### config.mk
export PLATFORM = sky130hd
export DESIGN_NAME = tacho_trip_det
export DESIGN_NICKNAME = d
export VERILOG_FILES = /design/src/rtl/tacho_pkg.sv /design/src/rtl/tacho_edge_sync.sv /design/src/rtl/tacho_win_count.sv /design/src/rtl/tacho_trip_cmp.sv /design/src/rtl/tacho_regs.sv /design/src/rtl/tacho_trip_det.sv
export SDC_FILE = /design/constraint.sdc
export NUM_CORES = 1
export LEC_CHECK = 0
export ABC_AREA = 1
export BUFFER_PORTS_ARGS = -buffer_cell sky130_fd_sc_hd__buf_2
export CAP_MARGIN = 5
export CORE_MARGIN = 2
export CORE_UTILIZATION = 30
export DETAILED_ROUTE_END_ITERATION = 12
export GPL_TIMING_DRIVEN = 0
export PLACE_DENSITY = 0.47
export SLEW_MARGIN = 20
export SYNTH_ARGS = -nofsm -noshare
export SYNTH_HDL_FRONTEND = slang
export SYNTH_SLANG_ARGS = --single-unit
export TNS_END_PERCENT = 5
### constraint.sdc
create_clock -name clk_i -period 2.2 [get_ports clk_i]
set_clock_uncertainty 0.15 [all_clocks]
set_input_delay 0.44 -clock clk_i [delete_from_list [all_inputs] [get_ports clk_i]]
set_output_delay 0.44 -clock clk_i [all_outputs]
set_load 0.02 [all_outputs]
### src/rtl/tacho_pkg.sv
package tacho_pkg;
  localparam int unsigned DATA_W = 8;
  localparam int unsigned ADDR_W = 2;

  localparam logic [ADDR_W-1:0] ADDR_TRIP = 2'd0;
  localparam logic [ADDR_W-1:0] ADDR_CTRL = 2'd1;
  localparam logic [ADDR_W-1:0] ADDR_STS  = 2'd2;

  localparam int unsigned CTRL_EN_BIT  = 0;
  localparam int unsigned CTRL_DIR_BIT = 1;
  localparam int unsigned STS_TRIP_BIT = 3;

  typedef enum logic {
    DIR_BELOW = 1'b0,
    DIR_ABOVE = 1'b1
  } trip_dir_e;
endpackage

### src/rtl/tacho_edge_sync.sv
module tacho_edge_sync #(
  parameter int unsigned SYNC_STAGES = 2
) (
  input  logic clk_i,
  input  logic rst_ni,
  input  logic tacho_i,
  output logic rise_o
);
  localparam int unsigned CHAIN_W = SYNC_STAGES + 1;

  logic [CHAIN_W-1:0] chain_q;

  always_ff @(posedge clk_i or negedge rst_ni) begin
    if (!rst_ni) chain_q <= '0;
    else         chain_q <= {chain_q[CHAIN_W-2:0], tacho_i};
  end

  // top two taps: synchronised level and its delayed copy
  assign rise_o = chain_q[CHAIN_W-2] & ~chain_q[CHAIN_W-1];
endmodule

### src/rtl/tacho_win_count.sv
module tacho_win_count #(
  parameter int unsigned WIN_CYCLES = 64,
  parameter int unsigned CNT_W      = 8
) (
  input  logic             clk_i,
  input  logic             rst_ni,
  input  logic             rise_i,
  output logic [CNT_W-1:0] meas_o,
  output logic             meas_vld_o
);
  localparam int unsigned TMR_W   = (WIN_CYCLES > 1) ? $clog2(WIN_CYCLES) : 1;
  localparam logic [TMR_W-1:0] TMR_LAST = TMR_W'(WIN_CYCLES - 1);
  localparam logic [CNT_W-1:0] CNT_MAX  = '1;

  logic [TMR_W-1:0] tmr_q;
  logic [CNT_W-1:0] cnt_q, cnt_inc;
  logic             win_end;

  assign win_end = (tmr_q == TMR_LAST);
  assign cnt_inc = (rise_i && cnt_q != CNT_MAX) ? cnt_q + 1'b1 : cnt_q;

  always_ff @(posedge clk_i or negedge rst_ni) begin
    if (!rst_ni) begin
      tmr_q      <= '0;
      cnt_q      <= '0;
      meas_o     <= '0;
      meas_vld_o <= 1'b0;
    end else if (win_end) begin
      tmr_q      <= '0;
      cnt_q      <= '0;
      meas_o     <= cnt_inc;
      meas_vld_o <= 1'b1;
    end else begin
      tmr_q      <= tmr_q + 1'b1;
      cnt_q      <= cnt_inc;
      meas_vld_o <= 1'b0;
    end
  end
endmodule

### src/rtl/tacho_trip_cmp.sv
module tacho_trip_cmp
  import tacho_pkg::*;
#(
  parameter int unsigned CNT_W = 8
) (
  input  logic             clk_i,
  input  logic             rst_ni,
  input  logic [CNT_W-1:0] meas_i,
  input  logic             meas_vld_i,
  input  logic [CNT_W-1:0] trip_i,
  input  trip_dir_e        dir_i,
  output logic             trip_o
);
  logic [CNT_W-1:0] prev_q;
  logic             hist_vld_q;
  logic             cross_up, cross_dn, hit;

  assign cross_up = (prev_q <= trip_i) && (meas_i > trip_i);
  assign cross_dn = (prev_q >= trip_i) && (meas_i < trip_i);
  assign hit      = (dir_i == DIR_ABOVE) ? cross_up : cross_dn;

  always_ff @(posedge clk_i or negedge rst_ni) begin
    if (!rst_ni) begin
      prev_q     <= '0;
      hist_vld_q <= 1'b0;
      trip_o     <= 1'b0;
    end else if (meas_vld_i) begin
      prev_q     <= meas_i;
      hist_vld_q <= 1'b1;
      trip_o     <= hist_vld_q && hit;
    end else begin
      trip_o     <= 1'b0;
    end
  end
endmodule

### src/rtl/tacho_regs.sv
module tacho_regs
  import tacho_pkg::*;
#(
  parameter int unsigned CNT_W = 8
) (
  input  logic              clk_i,
  input  logic              rst_ni,
  input  logic              we_i,
  input  logic [ADDR_W-1:0] addr_i,
  input  logic [DATA_W-1:0] wdata_i,
  output logic [DATA_W-1:0] rdata_o,
  input  logic              trip_evt_i,
  output logic [CNT_W-1:0]  trip_o,
  output trip_dir_e         dir_o,
  output logic              en_o,
  output logic              sts_o
);
  logic wr_trip, wr_ctrl, clr_sts;
  logic unused_wdata;

  assign wr_trip = we_i && (addr_i == ADDR_TRIP);
  assign wr_ctrl = we_i && (addr_i == ADDR_CTRL);
  assign clr_sts = we_i && (addr_i == ADDR_STS) && wdata_i[STS_TRIP_BIT];
  assign unused_wdata = ^wdata_i;

  always_ff @(posedge clk_i or negedge rst_ni) begin
    if (!rst_ni) begin
      trip_o <= '0;
      en_o   <= 1'b0;
      dir_o  <= DIR_BELOW;
      sts_o  <= 1'b0;
    end else begin
      if (wr_trip) trip_o <= wdata_i[CNT_W-1:0];
      if (wr_ctrl) begin
        en_o  <= wdata_i[CTRL_EN_BIT];
        dir_o <= trip_dir_e'(wdata_i[CTRL_DIR_BIT]);
      end
      // a new event wins over a simultaneous clear
      if (trip_evt_i)   sts_o <= 1'b1;
      else if (clr_sts) sts_o <= 1'b0;
    end
  end

  always_comb begin
    rdata_o = '0;
    unique case (addr_i)
      ADDR_TRIP: rdata_o[CNT_W-1:0] = trip_o;
      ADDR_CTRL: begin
        rdata_o[CTRL_EN_BIT]  = en_o;
        rdata_o[CTRL_DIR_BIT] = dir_o;
      end
      ADDR_STS:  rdata_o[STS_TRIP_BIT] = sts_o;
      default:   rdata_o = '0;
    endcase
  end
endmodule

### src/rtl/tacho_trip_det.sv
module tacho_trip_det
  import tacho_pkg::*;
#(
  parameter int unsigned WIN_CYCLES  = 64,
  parameter int unsigned CNT_W       = 8,
  parameter int unsigned SYNC_STAGES = 2
) (
  input  logic              clk_i,
  input  logic              rst_ni,
  input  logic              tacho_i,
  input  logic              reg_we_i,
  input  logic [ADDR_W-1:0] reg_addr_i,
  input  logic [DATA_W-1:0] reg_wdata_i,
  output logic [DATA_W-1:0] reg_rdata_o,
  output logic              irq_o
);
  logic             rise;
  logic [CNT_W-1:0] meas_cnt;
  logic             meas_vld;
  logic [CNT_W-1:0] trip_pt;
  trip_dir_e        dir_sel;
  logic             irq_en;
  logic             trip_pulse;
  logic             sts;

  tacho_edge_sync #(.SYNC_STAGES(SYNC_STAGES)) u_sync (
    .clk_i  (clk_i),
    .rst_ni (rst_ni),
    .tacho_i(tacho_i),
    .rise_o (rise)
  );

  tacho_win_count #(.WIN_CYCLES(WIN_CYCLES), .CNT_W(CNT_W)) u_win (
    .clk_i     (clk_i),
    .rst_ni    (rst_ni),
    .rise_i    (rise),
    .meas_o    (meas_cnt),
    .meas_vld_o(meas_vld)
  );

  tacho_trip_cmp #(.CNT_W(CNT_W)) u_cmp (
    .clk_i     (clk_i),
    .rst_ni    (rst_ni),
    .meas_i    (meas_cnt),
    .meas_vld_i(meas_vld),
    .trip_i    (trip_pt),
    .dir_i     (dir_sel),
    .trip_o    (trip_pulse)
  );

  tacho_regs #(.CNT_W(CNT_W)) u_regs (
    .clk_i     (clk_i),
    .rst_ni    (rst_ni),
    .we_i      (reg_we_i),
    .addr_i    (reg_addr_i),
    .wdata_i   (reg_wdata_i),
    .rdata_o   (reg_rdata_o),
    .trip_evt_i(trip_pulse),
    .trip_o    (trip_pt),
    .dir_o     (dir_sel),
    .en_o      (irq_en),
    .sts_o     (sts)
  );

  assign irq_o = sts & irq_en;
endmodule

==> flow_metrics.env <==
export IMPL_syn_inst=284
export IMPL_viasPerCell=4.37
export IMPL_clk_pin_slew_ns=0.09
export IMPL_drt_pass1_iter_count=4
export IMPL_worstSetupPathType="in -> out"
export IMPL_arrival_ns=1.33
export IMPL_ctsRootBufferMaster="clkbuf_8"
export IMPL_cts_sinks=47
export IMPL_hold_buffers=0
export IMPL_yosys_warnings=0
export IMPL_overflow=0
export IMPL_synth_mux_area_frac=0.0371
export IMPL_grt_start_max_net_pins=48
export IMPL_first_iter_violations=40
export IMPL_cts_resized=0
export IMPL_cts_tree="yes"
export IMPL_synth_seq_area_share=0.485
export IMPL_rows=32
export IMPL_crit_fanout=6
export IMPL_drt_total_wl_mm=4.55
export IMPL_cts_htree_levels=2
export IMPL_dp_cells=408
export IMPL_syn_area_mm2=0.00243
export IMPL_finish_net_count=345
export IMPL_hold_viol_final=27
export IMPL_hp_class="in -> async"
export IMPL_synth_top_family_by_area="simple AND/OR/NAND/NOR gates"
export IMPL_die_y_um=93.9
export IMPL_worstPathRequired_ns=1.61
export IMPL_drc=0
export IMPL_cts_inserted_buffers=5
export IMPL_worst_slew_pin_slew_ns=0.587
export IMPL_final_cells=416
export IMPL_synth_area_leaders="dfrtp_1 48%, nand2_1 11%, ha_1 9.3%"
export IMPL_synthTopCellsByCount="70 x nand2_1, 47 x dfrtp_1, 41 x inv_1, 31 x nor2_1, 18 x ha_1"
export IMPL_grt_use_total=0.120
export IMPL_post_route_period_util=0.873
export IMPL_finalCriticalPeriod_ns=1.92
export IMPL_ys_ff_latch=47
export IMPL_gp_congestion=0.752
export IMPL_synth_edf_count=0
export IMPL_port_buffers=22
export IMPL_fmax_mhz=521
export IMPL_yosysMostFrequentCell="nand2_1"
export IMPL_syn_avg_cell_area_um2=8.54
export IMPL_fin_hold_ws_ns=-0.0136
export IMPL_p_leak_nw=1.50
export IMPL_initial_core_util=0.312
export IMPL_die_area_mm2=0.00882
export IMPL_synth_simple_area_share=0.208
export IMPL_outcome="finished with violations"
export IMPL_utilization=0.356
export IMPL_fill_cells=833
export IMPL_cts_buffer_depth=2
export IMPL_syn2layout_area_growth_pct=14.0
export IMPL_relSlewSlack=0.608
export IMPL_core_area_mm2=0.00777
export IMPL_place_hpwl_mm=3.47
export IMPL_slew_violations=0
export IMPL_rsz0062_at_grt="no"
export IMPL_crit_path_end_kind="primary output"
export IMPL_ys_async_sr_fraction=1.00
export IMPL_tns_ns=0
export IMPL_powerDensity_mw_per_mm2=745
export IMPL_peakVddDrop_uv=313
export IMPL_grt_pass1_wl_mm=8.21
export IMPL_synth_compound_area_share=0.0820
export IMPL_post_cts_buffers=0
export IMPL_synth_top_area_share=0.485
export IMPL_grt_pass1_vias=1818
export IMPL_antenna_cells=0
export IMPL_synthAdderAreaFrac=0.0928
export IMPL_io_pins=23
export IMPL_fp_dieW_um=93.9
export IMPL_synthFlopType="dfrtp_1"
export IMPL_start_kind="input port"
export IMPL_antenna_found_initial=0
export IMPL_drive_gt1_frac=0.162
export IMPL_routedWlPerCell_um=10.9
export IMPL_synth_top_cell_by_area="dfrtp_1"
export IMPL_ant_nets=0
export IMPL_synth_xor_area_frac=0.0217
export IMPL_vias=1817
export IMPL_yosysUniqueCellTypes=24
export IMPL_syn_num_nets=316
export IMPL_cap_violations=0
export IMPL_worst_skew_pair_late_latency_ns=0.30
export IMPL_setup_viol=0
export IMPL_violations="negative hold slack"
==> layout by cell type (no fill, tap or decap) <==
master and instances:
ha_1 18, o21ai_0 11, clkinvlp_4 1, nor2_1 31
or2_2 1, nand2_1 70, a21oi_1 16, a21o_1 1
inv_4 1, o21ai_1 3, xor2_1 6, clkbuf_1 2
clkinv_4 1, nand4_1 2, buf_4 1, nand2_2 2
nor3_1 2, nor2_2 3, buf_2 23, inv_1 41
o31ai_1 1, nand3_1 11, mux2_2 8, dfrtp_1 47
nand2_4 1, o21bai_1 1, clkbuf_8 6, o21ai_2 3
==> kinds of logic after synthesis <==
logic type      after synthesis
buf+inv                      46
flops                        47
mux                           8
xor+xnor                      6
compound gates               36
simple gates                123
fa+ha+maj                    18
==> report_power, final <==
group	internal (mW)	leakage, nW	switching (mW)
sequential	0.962	0.587	0.0740
clock	0.257	0.0474	0.305
combinational	0.168	0.867	0.294
==> routing by layer <==
| metal | vias up | GRT usage | share of wire |
|---|---|---|---|
| met2 | 31 | 0.203 | 0.46 |
| met4 | 0 | 0.0471 | 0.015 |
| met5 | - | 0 | 0 |
| li1 | 957 | - | - |
| met1 | 823 | 0.149 | 0.49 |
| met3 | 6 | 0.0249 | 0.037 |
==> area by class of cell <==
type | count | area (µm²) | share of cell area
Sequential cell | 47 | 1180 | 0.425
Multi-Input combinational cell | 191 | 1070 | 0.388
Inverter | 42 | 160 | 0.0579
Tap cell | 102 | 128 | 0.0462
Timing Repair Buffer | 22 | 113 | 0.0407
Clock buffer | 6 | 82.6 | 0.0299
Buffer | 4 | 17.5 | 0.00633
Clock inverter | 2 | 16.3 | 0.00588
==> stage by stage <==
stage                     hold slack, ns  instance area (µm²)  power [mW]  setup slack, ns
after floorplan                 -0.00559                 2430        1.40            0.382
after global placement             0.192                 2660        1.52            0.322
after detailed placement           0.187                 2660        1.53            0.314
after CTS                         0.0715                 2760        2.11            0.315
after global routing              0.0345                 2770        2.23            0.202
final                            -0.0136                 2770        2.06            0.279
==> state kept, by name, summed over array words and instances (netlist names) <==
name              flops
u_win.meas_vld_o      1
u_regs.trip_o         8
u_sync.chain_q        3
u_regs.sts_o          1
u_win.cnt_q           8
u_cmp.prev_q          8
u_win.tmr_q           6
u_cmp.trip_o          1
u_regs.dir_o          1
u_cmp.hist_vld_q      1
u_regs.en_o           1
u_win.meas_o          8
==> critical path, cell delays in order <==
cell and delay [ns]:
buf_2 0.13, nor2_1 0.22, inv_1 0.17, o21ai_0 0.18, buf_2 0.19
==> path summary, 6_finish.rpt <==
| kind | from | end | slack [ns] | depth (start not counted) |
|---|---|---|---|---|
| max | reg_addr_i[0] | reg_rdata_o[1] | 0.28 | 5 |
| min | rst_ni | u_regs.dir_o | -0.01 | 1 |
| max reg2reg | u_win.cnt_q[0] | u_win.meas_o[1] | 0.47 | 9 |
| min reg2reg | u_sync.chain_q[0] | u_sync.chain_q[1] | 0.21 | 0 |
| max in group asynchronous | rst_ni | u_win.tmr_q[4] | 1.52 | 1 |
| min in group clk_i | tacho_i | u_sync.chain_q[0] | 0.09 | 1 |
No activity file was read; power rests on OpenSTA's default activity.
